==> src/rtl/aux_cls_pkg.sv <==
package aux_cls_pkg;
  typedef enum logic [2:0] {
    RES_OK     = 3'd0,
    RES_TMO    = 3'd1,
    RES_BAD    = 3'd2,
    RES_UNPLUG = 3'd3,
    RES_OVF    = 3'd4
  } aux_res_e;
endpackage

==> src/rtl/aux_rx_buffer.sv <==
module aux_rx_buffer #(
  parameter int DEPTH = 16,
  parameter int AW    = $clog2(DEPTH)
) (
  input  logic          clk,
  input  logic          we,
  input  logic [AW-1:0] wa,
  input  logic [7:0]    wd,
  input  logic [AW-1:0] ra,
  output logic [7:0]    rd
);
  // single write port, registered read: block RAM friendly
  logic [7:0] mem [DEPTH];
  logic [7:0] rd_q;

  always_ff @(posedge clk) begin
    if (we) mem[wa] <= wd;
    rd_q <= mem[ra];
  end

  assign rd = rd_q;
endmodule

==> src/rtl/aux_status_judge.sv <==
module aux_status_judge
  import aux_cls_pkg::*;
#(
  parameter int DEPTH = 16,
  parameter int CNT_W = 5
) (
  input  logic             unplug,
  input  logic             done,
  input  logic             tmo_a,
  input  logic             tmo_b,
  input  logic             e_stop,
  input  logic             e_nodet,
  input  logic             e_hi,
  input  logic             e_lo,
  input  logic [CNT_W-1:0] cnt,
  input  logic [3:0]       hdr_hi,
  input  logic [CNT_W-1:0] cap,
  output aux_res_e         res,
  output logic [3:0]       code,
  output logic [CNT_W-1:0] dcnt,
  output logic             fwd
);
  localparam int ROOM = DEPTH - 1;
  logic [CNT_W-1:0] dc;

  // fixed priority: unplug, no completion, timeout, receive error, empty
  always_comb begin
    res  = RES_OK;
    code = '0;
    dcnt = '0;
    fwd  = 1'b0;
    dc   = cnt - 1'b1;
    if (unplug)                             res = RES_UNPLUG;
    else if (!done)                         res = RES_TMO;
    else if (tmo_a || tmo_b)                res = RES_TMO;
    else if (e_stop || e_nodet || e_hi || e_lo) res = RES_BAD;
    else if (cnt == '0)                     res = RES_BAD;
    else begin
      code = hdr_hi;
      dcnt = dc;
      if (hdr_hi == 4'd0) begin
        if (dc > cap || int'(dc) > ROOM) res = RES_OVF;
        else fwd = 1'b1;
      end
    end
  end
endmodule

==> src/rtl/aux_byte_sender.sv <==
module aux_byte_sender #(
  parameter int AW    = 4,
  parameter int CNT_W = 5
) (
  input  logic             clk,
  input  logic             rst,
  input  logic             go,
  input  logic [CNT_W-1:0] n,
  output logic [AW-1:0]    rd_addr,
  output logic             out_vld,
  output logic [AW-1:0]    out_idx,
  output logic             last
);
  logic          act;
  logic [AW-1:0] idx, n_r, idx_q;
  logic          vld_q, last_q;

  always_ff @(posedge clk) begin
    if (rst) begin
      act <= 1'b0; idx <= '0; n_r <= '0;
      vld_q <= 1'b0; idx_q <= '0; last_q <= 1'b0;
    end else begin
      vld_q  <= act;
      idx_q  <= idx;
      last_q <= act && (idx == n_r - 1'b1);
      if (go) begin
        act <= 1'b1;
        idx <= '0;
        n_r <= AW'(n);
      end else if (act) begin
        if (idx == n_r - 1'b1) act <= 1'b0;
        else                   idx <= idx + 1'b1;
      end
    end
  end

  // byte 0 is the header, data starts at buffer slot 1
  assign rd_addr = idx + 1'b1;
  assign out_vld = vld_q;
  assign out_idx = idx_q;
  assign last    = last_q;

  assert_idx_bound_R7: assert property (@(posedge clk) disable iff (rst)
    out_vld |-> (out_idx < n_r));
  assert_go_when_idle_R7: assert property (@(posedge clk) disable iff (rst)
    go |-> !act);
endmodule

==> src/rtl/aux_reply_classifier.sv <==
module aux_reply_classifier
  import aux_cls_pkg::*;
#(
  parameter int DEPTH       = 16,
  parameter int CNT_W       = 5,
  parameter int POLL_CYCLES = 64,
  parameter int AW          = $clog2(DEPTH)
) (
  input  logic             clk,
  input  logic             rst,
  input  logic             start,
  input  logic             rx_byte_vld,
  input  logic [7:0]       rx_byte,
  input  logic             st_done,
  input  logic             st_unplug,
  input  logic             st_tmo_live,
  input  logic             st_tmo_seen,
  input  logic             st_bad_stop,
  input  logic             st_no_edge,
  input  logic             st_bad_high,
  input  logic             st_bad_low,
  input  logic             st_min_viol,
  input  logic [CNT_W-1:0] st_rx_cnt,
  input  logic [CNT_W-1:0] cap_bytes,
  output logic             res_vld,
  output logic [2:0]       res_code,
  output logic [3:0]       reply_cmd,
  output logic [CNT_W-1:0] data_cnt,
  output logic             dout_vld,
  output logic [7:0]       dout_byte,
  output logic [AW-1:0]    dout_idx
);
  localparam int PW = $clog2(POLL_CYCLES + 1);
  localparam logic [AW:0] FULL = (AW+1)'(DEPTH);

  typedef enum logic [1:0] {S_IDLE, S_BUSY, S_SEND} st_e;

  st_e              st;
  logic [PW-1:0]    poll;
  logic [AW:0]      wptr;
  logic [3:0]       hdr_hi;
  aux_res_e         res_q;
  logic [3:0]       cmd_q;
  logic [CNT_W-1:0] dcnt_q;
  logic             vld_q;

  aux_res_e         j_res;
  logic [3:0]       j_code;
  logic [CNT_W-1:0] j_dcnt;
  logic             j_fwd;

  logic             wr_en, ev, go, snd_last;
  logic [AW-1:0]    rd_addr;

  assign wr_en = (st == S_BUSY) && rx_byte_vld && (wptr < FULL);
  assign ev    = (st == S_BUSY) &&
                 (st_unplug || st_done || poll == PW'(POLL_CYCLES - 1));
  assign go    = ev && j_fwd && (j_dcnt != '0);

  aux_rx_buffer #(.DEPTH(DEPTH), .AW(AW)) u_buf (
    .clk (clk),
    .we  (wr_en),
    .wa  (wptr[AW-1:0]),
    .wd  (rx_byte),
    .ra  (rd_addr),
    .rd  (dout_byte)
  );

  aux_status_judge #(.DEPTH(DEPTH), .CNT_W(CNT_W)) u_judge (
    .unplug (st_unplug),
    .done   (st_done),
    .tmo_a  (st_tmo_live),
    .tmo_b  (st_tmo_seen),
    .e_stop (st_bad_stop),
    .e_nodet(st_no_edge),
    .e_hi   (st_bad_high),
    .e_lo   (st_bad_low),
    .cnt    (st_rx_cnt),
    .hdr_hi (hdr_hi),
    .cap    (cap_bytes),
    .res    (j_res),
    .code   (j_code),
    .dcnt   (j_dcnt),
    .fwd    (j_fwd)
  );

  aux_byte_sender #(.AW(AW), .CNT_W(CNT_W)) u_send (
    .clk    (clk),
    .rst    (rst),
    .go     (go),
    .n      (j_dcnt),
    .rd_addr(rd_addr),
    .out_vld(dout_vld),
    .out_idx(dout_idx),
    .last   (snd_last)
  );

  always_ff @(posedge clk) begin
    if (rst) begin
      st <= S_IDLE; poll <= '0; wptr <= '0; hdr_hi <= '0;
      res_q <= RES_OK; cmd_q <= '0; dcnt_q <= '0; vld_q <= 1'b0;
    end else begin
      case (st)
        S_IDLE: if (start) begin
          st <= S_BUSY; poll <= '0; wptr <= '0; hdr_hi <= '0;
          res_q <= RES_OK; cmd_q <= '0; dcnt_q <= '0; vld_q <= 1'b0;
        end
        S_BUSY: begin
          poll <= poll + 1'b1;
          if (wr_en) begin
            wptr <= wptr + 1'b1;
            if (wptr == '0) hdr_hi <= rx_byte[7:4];
          end
          if (ev) begin
            res_q  <= j_res;
            cmd_q  <= j_code;
            dcnt_q <= j_dcnt;
            if (go) st <= S_SEND;
            else begin
              st    <= S_IDLE;
              vld_q <= 1'b1;
            end
          end
        end
        S_SEND: if (snd_last) begin
          st    <= S_IDLE;
          vld_q <= 1'b1;
        end
        default: st <= S_IDLE;
      endcase
    end
  end

  assign res_vld   = vld_q;
  assign res_code  = res_q;
  assign reply_cmd = cmd_q;
  assign data_cnt  = dcnt_q;

  assert_unplug_first_R1: assert property (@(posedge clk) disable iff (rst)
    (st == S_BUSY && st_unplug) |=> (res_vld && res_code == 3'd3));
  assert_window_expiry_R2: assert property (@(posedge clk) disable iff (rst)
    (st == S_BUSY && !st_unplug && !st_done && poll == PW'(POLL_CYCLES - 1))
      |=> (res_vld && res_code == 3'd1));
  assert_tmo_over_err_R3: assert property (@(posedge clk) disable iff (rst)
    (st == S_BUSY && st_done && !st_unplug && (st_tmo_live || st_tmo_seen))
      |=> (res_vld && res_code == 3'd1));
  assert_rx_err_invalid_R4: assert property (@(posedge clk) disable iff (rst)
    (st == S_BUSY && st_done && !st_unplug && !st_tmo_live && !st_tmo_seen &&
     (st_bad_stop || st_no_edge || st_bad_high || st_bad_low))
      |=> (res_vld && res_code == 3'd2));
  assert_minviol_ignored_R4: assert property (@(posedge clk) disable iff (rst)
    (st == S_BUSY && st_done && !st_unplug && !st_tmo_live && !st_tmo_seen &&
     !st_bad_stop && !st_no_edge && !st_bad_high && !st_bad_low &&
     st_rx_cnt != '0 && st_min_viol) |=> (res_code != 3'd2));
  assert_data_only_ack_R7: assert property (@(posedge clk) disable iff (rst)
    dout_vld |-> (reply_cmd == 4'd0 && res_code == 3'd0));
  assert_ovf_no_data_R8: assert property (@(posedge clk) disable iff (rst)
    (res_vld && res_code == 3'd4) |-> !dout_vld);
  assert_hold_result_R9: assert property (@(posedge clk) disable iff (rst)
    (res_vld && !start) |=> (res_vld && $stable(res_code) &&
                              $stable(reply_cmd) && $stable(data_cnt)));
endmodule

==> config.mk <==
export PLATFORM = sky130hd
export DESIGN_NAME = aux_reply_classifier
export DESIGN_NICKNAME = d
export VERILOG_FILES = /design/src/rtl/aux_cls_pkg.sv /design/src/rtl/aux_rx_buffer.sv /design/src/rtl/aux_status_judge.sv /design/src/rtl/aux_byte_sender.sv /design/src/rtl/aux_reply_classifier.sv
export SDC_FILE = /design/constraint.sdc
export NUM_CORES = 1
export LEC_CHECK = 0
export BUFFER_PORTS_ARGS = -buffer_cell sky130_fd_sc_hd__buf_4
export CAP_MARGIN = 30
export CORE_UTILIZATION = 62
export CTS_BUF_LIST = sky130_fd_sc_hd__clkbuf_4 sky130_fd_sc_hd__clkbuf_8
export DETAILED_ROUTE_END_ITERATION = 7
export GPL_TIMING_DRIVEN = 0
export PLACE_DENSITY_LB_ADDON = 0.1
export REMOVE_ABC_BUFFERS = 1
export SLEW_MARGIN = 20
export SYNTH_ARGS = -nofsm -noshare
export SYNTH_HDL_FRONTEND = slang
export SYNTH_HIERARCHICAL = 1
export SYNTH_SLANG_ARGS = --single-unit
==> constraint.sdc <==
create_clock -name clk -period 4.2 [get_ports clk]
set_clock_uncertainty 0.15 [all_clocks]
set_input_delay 1.05 -clock clk [delete_from_list [all_inputs] [get_ports clk]]
set_output_delay 1.05 -clock clk [all_outputs]
set_load 0.03 [all_outputs]
==> results of run 1 <==
## layout by cell type, fill, tap and decap left out, types with 2 or more instances in the layout
cell	n
nand4_1	3
o21ai_0	8
xor2_1	10
xnor2_1	6
mux4_1	14
and2_1	7
inv_1	20
a21boi_1	2
buf_4	55
nor3_2	6
nand3b_1	2
nor2b_1	7
clkinv_4	2
inv_6	2
dfxtp_1	54
nor3b_2	2
mux4_2	18
bufinv_16	4
nor3_1	4
nand2b_1	7
or3_1	3
a21oi_1	16
nor2_1	48
or4_1	2
a22oi_1	25
nand2_1	28
mux2i_1	6
ha_1	15
clkbuf_8	20
nand3_1	18
edfxtp_1	128
clkinv_2	3
a21o_1	2
o22ai_1	2
## sequential cells by signal, indices dropped and copies added, names as in the netlist, 5 cells and up
register   cells
wptr           5
data_cnt       5
u_buf/rd       8
poll           7
u_buf/mem    128
## area by class of cell
class / instances / area share [%]
sequential: 182 / 57.1
multi-input combinational: 290 / 29.3
timing repair buffer: 57 / 5.34
clock buffer: 21 / 3.28
tap: 147 / 2.13
clock inverter: 11 / 1.97
inverter: 21 / 0.914
## logic make-up (layout without fill, tap and decap cells)
family                   count (synthesis)  in the layout  share of synthesized area (%)
AO/OA/AOI/OAI                           67             67                           6.52
XOR/XNOR                                16             16                           1.84
adder cells (fa/ha/maj)                 16             16                           2.62
buffers and inverters                   42            110                           2.79
flip-flops                             182            182                           64.5
multiplexers                            40             40                           11.2
AND/OR/NAND/NOR                        151            151                           10.5
## where the power goes
part           switching (W)  leakage, nW  internal [W]  total, W
clock               0.000596        0.234      0.000706   0.00130
sequential        0.00000739         1.59       0.00192   0.00193
combinational       0.000104         1.22     0.0000592  0.000163
## routing by layer
| layer | global-route usage, % | vias to the layer above | wire, µm |
|---|---|---|---|
| li1 | - | 2078 | - |
| met1 | 29.2 | 2187 | 5910 |
| met2 | 43.1 | 126 | 7400 |
| met3 | 4.82 | 22 | 668 |
| met4 | 10.4 | 0 | 230 |
| met5 | 0 | - | 0 |
## worst max-delay path, cell delays in order
cell and delay [ns]:
buf_4 0.13, inv_1 0.08, ha_1 0.18, nor3b_2 0.27, xor2_1 0.34, ha_1 0.32
a21oi_1 0.15, o221ai_1 0.13, a221oi_2 0.31, nor3b_2 0.23, o211ai_2 0.12, nor2_4 0.35
nor2_1 0.15, nand3_1 0.11, o21ai_0 0.08
## worst max path at each step
stage                                             to  slack [ns]
final                     u_send/idx[1]$_SDFFE_PP0P_        0.39
after global routing      u_send/idx[1]$_SDFFE_PP0P_        0.19
after CTS                 u_send/idx[1]$_SDFFE_PP0P_        0.22
after detailed placement  u_send/idx[1]$_SDFFE_PP0P_       -0.27
after global placement    u_send/idx[1]$_SDFFE_PP0P_       -0.19
after floorplan           u_send/idx[1]$_SDFFE_PP0P_        0.49
## repair_timing
item | CTS | global route
setup endpoints to repair | 0 | 2
gates resized for setup | 0 | 1
buffers inserted | 0 | 0
## through the flow
step                      cells  util, %  area [µm²]  TNS (ns)  hold slack (ns)
after CTS                   729     71.8        8620         0            0.312
after detailed placement    697     68.0        8170     -1.86            0.298
after floorplan             493        -        7500         0            0.283
final                       729     71.8        8620         0            0.313
after global routing        729     71.8        8620         0            0.336
after global placement      695     67.4        8100     -1.08            0.291
==> run metrics, run 1 <==
status=finished clean; Synth Flop Type=edfxtp_1; Starting Density=63.5%; total grt overflow=0; Required @ worst endpoint=4.38 ns; initial antenna violation count=0; share of the synthesized area in the top cell type=50.4%; Pwr per Cell Area=394 mW/mm²; total CTS buffers=17; Max-cap violations=0; synth cell count leaders=edfxtp_1, dfxtp_1, nor2_1; gp weighted congestion=0.806; core footprint=0.0120 mm²; Nets=616; Detailed Place HPWL=9560 µm; FF-to-FF path depth=5; Setup WS post-layout=0.387 ns; Crit Path Category=input pin to flip-flop; Data arrival, critical path=3.99 ns; Die Footprint=0.0128 mm²; post-synthesis sequential area ratio=64.5%; Mapped Avg Cell Area=14.8 µm²; antenna-violating nets left=0; Root Driver=clkbuf_8; routed via count=4,413; share of cells above drive strength 1=22.9%; Post-synth EDFFs=128; Yosys cell types=63; Slew headroom=36.9%; # diodes=0; final setup fails=0; 1st-iter DRT viols=358; RSZ-0062 raised after global routing=false; area taken by multi-input logic gates=0.00252 mm²; Reg-to-Reg Start=st[1]$_SDFFE_PP0P_; Endpoint, Worst Hold=res_code[1]$_SDFFE_PP0P_; Period Utilization, post-route=90.8%; Post-route DRC=0; clk buf depth=2; CTS tree=yes; Crit. End Element=flip-flop; H-tree depth=4; HP Class=flip-flop to flip-flop; first-pass GRT wire length=23,000 µm; # rows=40; hold path start=res_code[1]$_SDFFE_PP0P_; Max Clock Freq=262 MHz; Final min period=3.81 ns; leading area contributor after synthesis=edfxtp_1; total track usage=24.3%; drt via density=6.05; Max Slew Vio Count=0; Slew @ Worst Pin=0.943 ns; # port buffers=55; worst r2r dst=u_buf/mem[1][1]$_DFFE_PP_; ys async rst share=0%; Sequential Area=0.00492 mm²; Synth Register Bits=182; pre-CTS setup slack=-0.266 ns; Syn Inst Count=514; most common cell in the netlist=edfxtp_1; Final Total Pwr=0.00340 W; Die H=113 µm; Clock Latency Late Sink=0.45 ns; io pins=57; area delta synth->final=13.0%; P_leak=3.04 nW; Synth area leaders=edfxtp_1, dfxtp_1, mux4_2; Worst setup SP type=input pin; clock slew at reported path FFs=0.08 ns; Max FO, Critical Path=9; drt pass-1 iters=5; Netlist Area Pre-Place=0.00763 mm²; Warnings, synthesis=6; hold path cells=2; vias in the first global route=4,558; layout filler cell count=808; Worst R2R Setup Slack=0.80 ns; VDD IR max=0.000176 V; clock sink count=182; final count of hold timing violations=0; crit path from=st_rx_cnt[0]; WL final=14,200 µm; drt wl/cell=19.5 µm; largest net degree at the start of global routing=39; CTS Hold Bufs=0; Die W=113 µm
(Power assumes the default switching activity.)
==> run 2: changes to the inputs <==
--- a/config.mk
+++ b/config.mk
@@ -5,9 +5,12 @@
 export SDC_FILE = /design/constraint.sdc
 export NUM_CORES = 1
 export LEC_CHECK = 0
+export ABC_CLOCK_PERIOD_IN_PS = 4200
 export BUFFER_PORTS_ARGS = -buffer_cell sky130_fd_sc_hd__buf_4
 export CAP_MARGIN = 30
-export CORE_UTILIZATION = 62
+export CELL_PAD_IN_SITES_DETAIL_PLACEMENT = 1
+export CELL_PAD_IN_SITES_GLOBAL_PLACEMENT = 2
+export CORE_UTILIZATION = 45
 export CTS_BUF_LIST = sky130_fd_sc_hd__clkbuf_4 sky130_fd_sc_hd__clkbuf_8
 export DETAILED_ROUTE_END_ITERATION = 7
 export GPL_TIMING_DRIVEN = 0
==> run 2 against run 1 <==
Wire length is 13% higher; register-to-register slack hardly changed; sequential share of layout area is 0.15 points lower; final area is 0.26% higher; critical path type unchanged.
==> run metrics, run 2 (synthesis results as in run 1) <==
status=finished clean; Die Footprint=0.0175 mm²; final setup fails=0; Crit. End Element=flip-flop; Max Slew Vio Count=0; clk buf depth=2; # placed instances=772; Max-cap violations=0; largest net degree at the start of global routing=39; worst path bufs/invs=2; Pwr per Cell Area=371 mW/mm²; # rows=47; share of cells above drive strength 1=22.9%; Crit Path Category=input pin to flip-flop; RSZ-0062 raised after global routing=false; Finished Core Util=52.1%; P_leak=3.00 nW; Clock Latency Late Sink=0.46 ns; Sequential Area=0.00492 mm²; Nets=618; CTS Hold Bufs=0; routed via count=4,408; CP top delay family=simple AND/OR/NAND/NOR gates; Slew headroom=35.2%; clock slew at reported path FFs=0.09 ns; area taken by multi-input logic gates=0.00252 mm²; Worst setup SP type=input pin; antenna-violating nets left=0; Slew @ Worst Pin=0.969 ns; drt wl/cell=20.0 µm; gp weighted congestion=0.696; VDD IR max=0.000201 V; Post-route DRC=0; Starting Density=46.0%; initial antenna violation count=0; Root Driver=clkbuf_8; Largest Register=u_buf/mem; H-tree depth=4; Required @ worst endpoint=4.38 ns; # diodes=0; Max FO, Critical Path=9; total CTS buffers=17; largest stage delay on the critical path=0.34 ns; Post-Layout Cell Count=804; HP Class=flip-flop to flip-flop; max reg flops=128; clock sink count=182; area delta synth->final=13.3%; # port buffers=55; Data arrival, critical path=3.97 ns; commonest cells after routing, fill and taps aside=edfxtp_1, buf_4, dfxtp_1, nor2_1, nand2_1; total grt overflow=0; WL final=16,000 µm; vias in the first global route=4,609; Final min period=3.79 ns; core footprint=0.0166 mm²; first-pass GRT wire length=25,400 µm; io pins=57; drt pass-1 iters=4; Die H=132 µm; layout filler cell count=1,682; Detailed Place HPWL=11,000 µm; Max Clock Freq=264 MHz; 1st-iter DRT viols=148; Period Utilization, post-route=90.1%; total track usage=19.5%; most common cell after layout, fill and taps aside=edfxtp_1; drt via density=5.48; CP max stage cell=nor2_4; final count of hold timing violations=0; Die W=132 µm; CTS tree=yes; crit-path cells=buf_4 -> inv_1 -> ha_1 -> nor3b_2 -> xor2_1 -> ha_1 -> a21oi_1 -> o221ai_1 -> a221oi_2 -> nor3b_2 -> o211ai_2 -> nor2_4 -> nor2_1 -> nand3_1 -> o21ai_0
-- run 2: cell count changes in the layout (fill, tap and decap cells not counted) --
cell / previous run / this run
buf_4: 55 / 57
clkinv_1: 0 / 1
bufinv_16: 4 / 1
clkinv_4: 2 / 4
clkinvlp_4: 0 / 3
clkinv_2: 3 / 2
inv_6: 2 / 3
clkbuf_8: 20 / 17
-- run 2: final cells by class --
class | instances | share of cell area [%]
Clock buffer | 18 | 2.79
Clock inverter | 14 | 1.48
Inverter | 21 | 0.912
Multi-Input combinational cell | 290 | 29.2
Sequential cell | 182 | 57.0
Tap cell | 220 | 3.18
Timing Repair Buffer | 59 | 5.50
-- run 2: report_power, final --
part / internal (W) / switching, W / leakage (nW)
clock: 0.000479 / 0.000626 / 0.181
combinational: 0.0000592 / 0.000109 / 1.23
sequential: 0.00192 / 0.00000753 / 1.59
-- run 2: worst min-delay path: stages (launching register included) --
cell,delay [ns]
dfxtp_1,0.32
nand2_1,0.05
a21oi_1,0.05
-- run 2: routing by layer --
layer	track usage, %	vias up	share of wire [%]
met4	6.51	0	1.2
met3	3.38	16	3.1
met2	35.0	86	53
met1	23.9	2233	43
li1	-	2073	-
met5	0	-	0
-- run 2: final timing paths --
path	from	endpoint	slack, ns	cells past startpoint
max reg2reg	st[1]$_SDFFE_PP0P_	u_buf/mem[2][4]$_DFFE_PP_	0.79	5
min	reply_cmd[2]$_SDFFE_PP0P_	reply_cmd[2]$_SDFFE_PP0P_	0.31	2
min reg2reg	reply_cmd[2]$_SDFFE_PP0P_	reply_cmd[2]$_SDFFE_PP0P_	0.31	2
max	st_rx_cnt[0]	u_send/idx[1]$_SDFFE_PP0P_	0.41	15
-- run 2: stage by stage --
| stage | power (W) | instance area (µm²) | setup TNS, ns | hold WS [ns] | worst slack (ns) |
|---|---|---|---|---|---|
| after floorplan | 0.00206 | 7500 | 0 | 0.283 | 0.491 |
| after global placement | 0.00214 | 8190 | -1.16 | 0.293 | -0.195 |
| after detailed placement | 0.00214 | 8270 | -2.11 | 0.301 | -0.295 |
| after CTS | 0.00324 | 8640 | 0 | 0.316 | 0.179 |
| after global routing | 0.00333 | 8650 | 0 | 0.340 | 0.0774 |
| final | 0.00321 | 8650 | 0 | 0.312 | 0.414 |
-- run 2: timing repair --
action	in CTS	in global routing
resized for setup	0	1
buffers inserted	0	0
endpoints found under the setup margin	0	7
==> run 3: changes to the inputs <==
--- a/config.mk
+++ b/config.mk
@@ -13,11 +13,11 @@
 export CORE_UTILIZATION = 45
 export CTS_BUF_LIST = sky130_fd_sc_hd__clkbuf_4 sky130_fd_sc_hd__clkbuf_8
 export DETAILED_ROUTE_END_ITERATION = 7
+export GPL_ROUTABILITY_DRIVEN = 0
 export GPL_TIMING_DRIVEN = 0
 export PLACE_DENSITY_LB_ADDON = 0.1
 export REMOVE_ABC_BUFFERS = 1
 export SLEW_MARGIN = 20
 export SYNTH_ARGS = -nofsm -noshare
 export SYNTH_HDL_FRONTEND = slang
-export SYNTH_HIERARCHICAL = 1
 export SYNTH_SLANG_ARGS = --single-unit
==> run 3 against run 2 <==
Maximum frequency rose by 12%; count of clock-buffer cells in the layout grew 1; synthesized cell count is 6.2% lower; combinational power up 4%; register-to-register slack improved by 0.31 ns; critical endpoint is now res_vld$_SDFFE_PP0P_; final area shrank 0.98%; sequential cell count unchanged; sequential power is essentially flat; worst hold slack improved by 0.0055 ns; critical path type unchanged; non-clock buffer count stayed put.
==> run metrics, run 3 <==
1st-iter DRT viols=152; Synth area leaders=edfxtp_1, dfxtp_1, mux4_2; Slew headroom=38.1%; Period Utilization, post-route=80.7%; share of cells above drive strength 1=26.2%; critical path's most frequent cell=ha_1; P_leak=2.88 nW; Die W=131 µm; ys async rst share=0%; most common cell in the netlist=edfxtp_1; Syn Inst Count=482; Post-synth EDFFs=128; Netlist Area Pre-Place=0.00747 mm²; Post-CTS Setup Inserts=0; most common cell after layout, fill and taps aside=edfxtp_1; status=finished clean; fin area=0.00856 mm²; total grt overflow=0; Warnings, synthesis=0; Synth Register Bits=182; total CTS buffers=17; # placed instances=739; Top Layer Used=met4; vias in the first global route=4,334; Crit. End Element=flip-flop; synth cell count leaders=edfxtp_1, dfxtp_1, mux4_2; share of the synthesized area in the top cell type=51.5%; Synth Flop Type=edfxtp_1; clk buf depth=2; FF-to-FF path depth=7; Max Slew Vio Count=0; met2 wire length=8150 µm; Post-Layout Cell Count=770; HP Class=flip-flop to flip-flop; # rows=46; Nets=590; Max-cap violations=0; post-synthesis sequential area ratio=66.0%; Slew @ Worst Pin=0.915 ns; CP max stage cell=nor4_2; Final min period=3.39 ns; Routed met3 length=450 µm; Reg-to-Reg Start=st[1]$_SDFFE_PP0P_; Final TNS setup=0 ns; Required @ worst endpoint=4.37 ns; drt pass-1 iters=4; commonest cells after routing, fill and taps aside=edfxtp_1, buf_4, dfxtp_1, mux4_2, nand2_1; clock sink count=182; Data arrival, critical path=3.56 ns; CTS Hold Bufs=0; largest net degree at the start of global routing=38; clock slew at reported path FFs=0.09 ns; area delta synth->final=14.6%; first-pass GRT wire length=24,000 µm; Setup crit end=res_vld$_SDFFE_PP0P_; antenna-violating nets left=0; Max Clock Freq=295 MHz; Clock Latency Late Sink=0.45 ns; max reg flops=128; final count of hold timing violations=0; drt wl/cell=20.4 µm; CTS tree=yes; VDD IR max=0.000199 V; core footprint=0.0161 mm²; # diodes=0; total track usage=19.8%; Worst R2R Setup Slack=1.10 ns; routed via count=4,160; worst r2r dst=data_cnt[0]$_SDFFE_PP0P_; Finished Core Util=53.3%; RSZ-0062 raised after global routing=false; Root Driver=clkbuf_8; Worst setup SP type=input pin; Starting Density=46.5%; H-tree depth=4; initial antenna violation count=0; leading area contributor after synthesis=edfxtp_1; Max FO, Critical Path=7; Die Footprint=0.0171 mm²; Die H=131 µm; Crit Path Category=input pin to flip-flop; Yosys cell types=52; crit-path cells=buf_4 -> inv_1 -> ha_1 -> xor2_1 -> ha_1 -> o211ai_1 -> a21oi_1 -> nor4_2 -> nor3_1 -> mux2i_1; Largest Register=u_buf.mem; Detailed Place HPWL=10,400 µm; Pwr per Cell Area=388 mW/mm²; drt via density=5.40; largest stage delay on the critical path=0.72 ns; final setup fails=0; crit path from=st_rx_cnt[0]; wl on met1=6870 µm; Mapped Avg Cell Area=15.5 µm²; WL final=15,700 µm; io pins=57; cts repair resizes=0; # port buffers=55; Post-route DRC=0; placed inst area=0.00816 mm²
## run 3: metrics by stage
stage	setup slack, ns	total power [W]	hold slack, ns
global placement	-0.731	0.00215	0.294
CTS	0.771	0.00335	0.320
finish	0.811	0.00332	0.317
global route	0.532	0.00343	0.346
detailed placement	0.288	0.00215	0.302
floorplan	0.548	0.00207	0.281
## run 3: logic make-up (layout without fill, tap and decap cells)
logic type      Yosys count  count (layout)  synth area share [%]
flops                   182             182                  66.0
fa+ha+maj                18              18                  2.98
mux                      44              44                  12.6
simple gates            135             135                  10.0
buf+inv                  36             108                  1.86
compound gates           48              48                  4.19
xor+xnor                 19              19                  2.41
## run 3: metal layers
metal	global-route usage [%]	vias to the layer above
met5	0	-
met4	6.63	0
met3	4.11	16
met2	35.2	81
met1	23.8	2100
li1	-	1963
## run 3: area by class of cell
type	count	area, µm²
Timing Repair Buffer	59	479
Clock buffer	19	249
Multi-Input combinational cell	264	2410
Tap cell	216	270
Fill cell	1530	7500
Clock inverter	12	153
Sequential cell	182	4930
Inverter	18	67.6
## run 3: how the worst min path moves through the flow
stage                                     to  cells past startpoint                      from  slack [ns]
floorplan               wptr[4]$_SDFFE_PP0P_                      2      wptr[4]$_SDFFE_PP0P_        0.28
global placement    data_cnt[4]$_SDFFE_PP0P_                      2  data_cnt[4]$_SDFFE_PP0P_        0.29
detailed placement  data_cnt[4]$_SDFFE_PP0P_                      2  data_cnt[4]$_SDFFE_PP0P_        0.30
CTS                 data_cnt[4]$_SDFFE_PP0P_                      2  data_cnt[4]$_SDFFE_PP0P_        0.32
global route        data_cnt[4]$_SDFFE_PP0P_                      2  data_cnt[4]$_SDFFE_PP0P_        0.35
finish              data_cnt[4]$_SDFFE_PP0P_                      2  data_cnt[4]$_SDFFE_PP0P_        0.32
## run 3: worst max-delay path, delay by kind of cell
kind                       cells  cell delay, ns
adders and majority gates      2            0.56
and+or+nand+nor                2            0.87
buffers and inverters          2            0.27
muxes                          1            0.16
xor gates and xnor gates       1            0.38
AOI/OAI and AO/OA              2            0.27
## run 3: power breakdown
part | switching (W) | internal [W]
combinational | 0.000116 | 0.0000591
clock | 0.000610 | 0.000599
sequential | 0.00000887 | 0.00193
total | 0.000735 | 0.00259
